<file path="src/rtl/eewp_pkg.sv">
`timescale 1ns/1ps
package eewp_pkg;
  localparam int STS_W = 8;

  typedef enum logic [1:0] {
    LOCK_NONE = 2'b00,
    LOCK_QTR  = 2'b01,
    LOCK_HALF = 2'b10,
    LOCK_ALL  = 2'b11
  } lock_e;

  // Field order is the readable byte layout, msb first.
  typedef struct packed {
    logic       wpen;
    logic       flag;
    logic [1:0] wd;
    lock_e      bl;
    logic       wel;
    logic       zero;
  } sts_t;

  localparam logic       RST_WPEN = 1'b0;
  localparam logic [1:0] RST_WD   = 2'b00;
  localparam lock_e      RST_BL   = LOCK_NONE;
endpackage

</file>
<file path="src/rtl/eewp_lock_map.sv">
`timescale 1ns/1ps
module eewp_lock_map
  import eewp_pkg::*;
#(
  parameter int ADDR_W = 13
) (
  input  lock_e             bl,
  input  logic [ADDR_W-1:0] addr,
  output logic              locked
);
  localparam int TOP = ADDR_W - 1;

  always_comb begin
    unique case (bl)
      LOCK_NONE: locked = 1'b0;
      LOCK_QTR:  locked = &addr[TOP -: 2];
      LOCK_HALF: locked = addr[TOP];
      default:   locked = 1'b1;
    endcase
  end
endmodule

</file>
<file path="src/rtl/eewp_grant.sv">
`timescale 1ns/1ps
module eewp_grant (
  input  logic clk,
  input  logic rst_n,
  input  logic wel,
  input  logic wpen,
  input  logic wp_n,
  input  logic locked,
  input  logic arr_req,
  input  logic sr_req,
  output logic arr_ok,
  output logic sr_ok,
  output logic reject
);
  logic rom_mode;

  assign rom_mode = wpen & ~wp_n;
  assign arr_ok   = arr_req & wel & ~locked;
  assign sr_ok    = sr_req & wel & ~rom_mode;
  assign reject   = (arr_req & ~arr_ok) | (sr_req & ~sr_ok);


  no_wel_grant_chk: assert property (@(posedge clk) disable iff (!rst_n)
    !wel |-> (!arr_ok && !sr_ok));


  locked_deny_chk: assert property (@(posedge clk) disable iff (!rst_n)
    locked |-> !arr_ok);


  rom_lock_chk: assert property (@(posedge clk) disable iff (!rst_n)
    (!wp_n && wpen) |-> !sr_ok);


  reject_flag_chk: assert property (@(posedge clk) disable iff (!rst_n)
    (arr_req && !arr_ok) |-> reject);
endmodule

</file>
<file path="src/rtl/eewp_regs.sv">
`timescale 1ns/1ps
module eewp_regs
  import eewp_pkg::*;
(
  input  logic             clk,
  input  logic             rst_n,
  input  logic             wren,
  input  logic             wrdi,
  input  logic             setf,
  input  logic             clrf,
  input  logic             arr_ok,
  input  logic             sr_ok,
  input  logic [STS_W-1:0] wdata,
  output sts_t             sts
);
  sts_t wd_view;
  logic wel_q, flag_q, wpen_q;
  logic [1:0] wd_q;
  lock_e bl_q;

  assign wd_view = sts_t'(wdata);

  // Volatile enable latch: any clear source beats a same-cycle set.
  always_ff @(posedge clk or negedge rst_n) begin
    if (!rst_n)                       wel_q <= 1'b0;
    else if (wrdi || arr_ok || sr_ok) wel_q <= 1'b0;
    else if (wren)                    wel_q <= 1'b1;
  end

  always_ff @(posedge clk or negedge rst_n) begin
    if (!rst_n)    flag_q <= 1'b0;
    else if (clrf) flag_q <= 1'b0;
    else if (setf) flag_q <= 1'b1;
  end

  // Nonvolatile fields, modelled as flops with fixed reset values.
  always_ff @(posedge clk or negedge rst_n) begin
    if (!rst_n) begin
      wpen_q <= RST_WPEN;
      wd_q   <= RST_WD;
      bl_q   <= RST_BL;
    end else if (sr_ok) begin
      wpen_q <= wd_view.wpen;
      wd_q   <= wd_view.wd;
      bl_q   <= wd_view.bl;
    end
  end

  always_comb begin
    sts      = '0;
    sts.wpen = wpen_q;
    sts.flag = flag_q;
    sts.wd   = wd_q;
    sts.bl   = bl_q;
    sts.wel  = wel_q;
    sts.zero = 1'b0;
  end


  wel_autoclr_chk: assert property (@(posedge clk) disable iff (!rst_n)
    (arr_ok || sr_ok) |=> !wel_q);


  nv_hold_chk: assert property (@(posedge clk) disable iff (!rst_n)
    !sr_ok |=> ($stable(wpen_q) && $stable(wd_q) && $stable(bl_q)));


  flag_clr_chk: assert property (@(posedge clk) disable iff (!rst_n)
    clrf |=> !flag_q);


  wel_set_chk: assert property (@(posedge clk) disable iff (!rst_n)
    (wren && !wrdi && !arr_ok && !sr_ok) |=> wel_q);
endmodule

</file>
<file path="src/rtl/eewp_ctrl.sv">
`timescale 1ns/1ps
module eewp_ctrl
  import eewp_pkg::*;
#(
  parameter int ADDR_W = 13
) (
  input  logic              clk,
  input  logic              rst_n,
  input  logic              cmd_wren,
  input  logic              cmd_wrdi,
  input  logic              cmd_wrsr,
  input  logic              cmd_setf,
  input  logic              cmd_clrf,
  input  logic              arr_wr_req,
  input  logic [ADDR_W-1:0] arr_addr,
  input  logic [7:0]        sr_wdata,
  input  logic              wp_n,
  output logic              arr_wr_grant,
  output logic              sr_wr_grant,
  output logic              wr_reject,
  output logic [7:0]        status_q,
  output logic [1:0]        wd_sel
);
  sts_t sts;
  logic locked;

  eewp_lock_map #(.ADDR_W(ADDR_W)) u_lock (
    .bl     (sts.bl),
    .addr   (arr_addr),
    .locked (locked)
  );

  eewp_grant u_grant (
    .clk     (clk),
    .rst_n   (rst_n),
    .wel     (sts.wel),
    .wpen    (sts.wpen),
    .wp_n    (wp_n),
    .locked  (locked),
    .arr_req (arr_wr_req),
    .sr_req  (cmd_wrsr),
    .arr_ok  (arr_wr_grant),
    .sr_ok   (sr_wr_grant),
    .reject  (wr_reject)
  );

  eewp_regs u_regs (
    .clk    (clk),
    .rst_n  (rst_n),
    .wren   (cmd_wren),
    .wrdi   (cmd_wrdi),
    .setf   (cmd_setf),
    .clrf   (cmd_clrf),
    .arr_ok (arr_wr_grant),
    .sr_ok  (sr_wr_grant),
    .wdata  (sr_wdata),
    .sts    (sts)
  );

  assign status_q = sts;
  assign wd_sel   = sts.wd;


  reject_hold_chk: assert property (@(posedge clk) disable iff (!rst_n)
    wr_reject |=> $stable(status_q[7:2]));


  open_grant_chk: assert property (@(posedge clk) disable iff (!rst_n)
    (arr_wr_req && status_q[1] && status_q[3:2] == 2'b00) |-> arr_wr_grant);
endmodule

</file>
<file path="config.mk">
export PLATFORM = sky130hd
export DESIGN_NAME = eewp_ctrl
export DESIGN_NICKNAME = d
export VERILOG_FILES = /design/src/rtl/eewp_pkg.sv /design/src/rtl/eewp_lock_map.sv /design/src/rtl/eewp_grant.sv /design/src/rtl/eewp_regs.sv /design/src/rtl/eewp_ctrl.sv
export SDC_FILE = /design/constraint.sdc
export NUM_CORES = 1
export LEC_CHECK = 0
export ABC_AREA = 1
export BUFFER_PORTS_ARGS = -buffer_cell sky130_fd_sc_hd__buf_2
export CORE_AREA = 2 2 39 41
export CTS_CLUSTER_DIAMETER = 50
export DETAILED_ROUTE_END_ITERATION = 8
export DIE_AREA = 0 0 41 43
export GPL_TIMING_DRIVEN = 1
export PLACE_DENSITY = 0.72
export SLEW_MARGIN = 20
export SYNTH_ARGS = -nofsm -noshare
export SYNTH_HDL_FRONTEND = slang
export SYNTH_SLANG_ARGS = --single-unit
</file>
<file path="constraint.sdc">
create_clock -name clk -period 2.9 [get_ports clk]
set_clock_uncertainty 0.2 [all_clocks]
set_input_delay 0.58 -clock clk [delete_from_list [all_inputs] [get_ports clk]]
set_output_delay 0.58 -clock clk [all_outputs]
set_load 0.02 [all_outputs]
</file>
==> summary.md <==
| Metric | Value |
|---|---|
| Ranking of synthesized cells by area | `dfrtp_1 46%, nand2_1 25%, buf_4 12%` |
| Run status | `complete, no violations` |
| Fin. Hold Viols | `0` |
| Skew-Pair Late Insertion Delay | `260 ps` |
| Synth unique cells | `9` |
| Final Slew Violations | `0` |
| Seq cells post-synth | `7` |
| Final WL | `789 um` |
| Final setup vio count | `0` |
| Syn Nets | `82` |
| Drt drc | `0` |
| Antenna diode instance count | `0` |
| CP bufs+invs | `3` |
| Layout cells sized above 1 | `42.3%` |
| Critical path origin | `wp_n` |
| I/O Pins | `43` |
| Grt total ovfl | `0` |
| Syn-to-layout area delta | `38.2%` |
| CTS resizes | `0` |
| Levels on crit path | `7` |
| Worst r2r path cells | `5` |
| Most common cell after layout, fill and taps aside | `buf_2` |
| Filler Cell Count | `156` |
| Total power | `358 uW` |
| Worst path max stage delay | `150 ps` |
| Root buffer cell | `clkbuf_4` |
| Crit-path leading delay family | `simple AND/OR/NAND/NOR gates` |
| Detailed-route via count | `386` |
| Slowest CP cell | `buf_2` |
| Post-synthesis sequential area ratio | `45.8%` |
| First-pass GRT wire length | `1.19 mm` |
| Synthesis warning total | `0` |
| Worst r2r src | `u_regs.wpen_q` |
| Nets | `109` |
| Worst setup path endpoint | `wr_reject` |
| Clock Sinks | `7` |
| Initial core utilization | `27.7%` |
| Clock Pin Slew Worst Setup and Hold Paths | `50 ps` |
| H-Tree Depth | `1` |
| First-pass detailed-route iteration total | `4` |
| Core box area | `1380 um^2` |
| Multi-input gate area | `141 um^2` |
| Worst path cell trace | `buf_2, inv_1, nand2_1, nand3_4, nand2_1, nand2_1, buf_2` |
| Horiz. Die Dim | `41 um` |
| Die area | `1760 um^2` |
| Final setup TNS | `0 ps` |
| Routed Antenna Nets | `0` |
| Gpl congestion | `0.585` |
| Post-synth top area share | `45.8%` |
| Syn_area_per_cell | `7.36 um^2` |
| Crit Path Class | `input port to output port` |
| CP dominant cell by count | `nand2_1` |
| DR iter-0 viols | `3` |
| CP max FO | `8` |
| Post-synth top area cell | `dfrtp_1` |
| Maximum vdd drop | `254 uV` |
| Max Clock Freq | `511 MHz` |
| Reg2Reg Setup Slack | `1800 ps` |
| PwrDens | `677 nW/um^2` |
| CTS tree | `yes` |
| Syn Inst Count | `52` |
| LEAKAGE | `0.000337 uW` |
| Rows | `14` |
| CTS Buffer Depth | `2` |
| Mapped Area | `383 um^2` |
| Die H | `43 um` |
| Vias in the first global route | `305` |
| Max-cap violations | `0` |
| Critical Path End Type | `output port` |
| CP Launch Type | `input port` |
| Number of CTS-inserted buffers | `3` |
| WL/cell | `8.39 um` |
| Arrival time worst endpoint | `1180 ps` |
| Via-to-Cell Ratio | `4.11` |
| Tmin final | `1960 ps` |
| Hold Path Class | `input port to flip-flop` |
| Register area | `175 um^2` |
| Req. time, crit path | `2120 ps` |
| Gr usage total | `11.0%` |
| R2R Path End | `u_regs.wd_q[1]` |
| Initial antenna violation count | `0` |
| Hpwl dp | `627 um` |
| Tcrit/Tclk final | `67.5%` |
| Most frequent cells in the layout | `27 x buf_2, 26 x nand2_1, 7 x dfrtp_1` |
| Port bufs | `27` |
| RSZ-0062 raised after global routing | `no` |
| Pin count of the biggest net entering global routing | `9` |
[how the worst min path moves through the flow]
stage / to / depth (start not counted) / startpoint
finish: u_regs.flag_q / 2 / cmd_clrf
global route: u_regs.flag_q / 2 / cmd_clrf
CTS: u_regs.flag_q / 2 / cmd_clrf
detailed placement: u_regs.wd_q[0] / 1 / rst_n
global placement: u_regs.wd_q[0] / 1 / rst_n
floorplan: u_regs.bl_q[0] / 0 / rst_n
[what timing repair did]
item,in CTS,in global routing
hold endpoints to repair,7,0
hold buffers,1,0
buffers inserted,0,0
[through the flow]
stage / instance area, um^2 / util (%) / hold WS (ps) / setup slack [ps] / cells
after detailed placement: 493 / 35.6 / 220 / 929 / 89
after floorplan: 383 / - / 84.4 / 1120 / 52
after CTS: 529 / 38.2 / 253 / 929 / 94
after global routing: 529 / 38.2 / 261 / 855 / 94
final: 529 / 38.2 / 263 / 944 / 94
after global placement: 493 / 35.6 / 218 / 928 / 89
[layer usage]
metal / wire [um] / vias up / GRT usage, % / part of all wire [%]
met1: 317 / 161 / 11.0 / 40
met3: 97 / 3 / 4.71 / 12
met2: 350 / 25 / 15.9 / 44
met5: 0 / - / 0 / 0
met4: 25 / 0 / 10.0 / 3.2
li1: - / 197 / - / -
[registers in the layout, summed over array words and instances (netlist names)]
| signal | cells |
|---|---|
| u_regs.bl_q | 2 |
| u_regs.wpen_q | 1 |
| u_regs.flag_q | 1 |
| u_regs.wd_q | 2 |
| u_regs.wel_q | 1 |
[Yosys cell counts]
cell     number
inv_1         3
nor2_1        6
conb_1        1
buf_4         6
inv_2         1
dfrtp_1       7
nand2_1      26
nand3_4       1
inv_4         1
[report_power, final]
| group | internal [uW] | switching [uW] |
|---|---|---|
| combinational | 46.7 | 82.5 |
| clock | 52.7 | 38.9 |
| sequential | 120 | 17.7 |
| total | 219 | 139 |
[kinds of logic (layout without fill, tap and decap cells)]
group,count (synthesis),in the layout,synth area share (%)
buffers and inverters,11,37,17.3
flip-flops,7,7,45.8
other,1,1,0.979
AND/OR/NAND/NOR,33,33,35.9
[area by class of cell]
| type | count | area share (%) |
|---|---|---|
| flip-flops and latches | 7 | 33.1 |
| multi-input cells | 34 | 26.7 |
| inverters | 5 | 4.02 |
| repair buffers | 28 | 27.4 |
| clock buffers | 4 | 4.96 |
| well taps | 16 | 3.78 |
(Power assumes the default switching activity.)
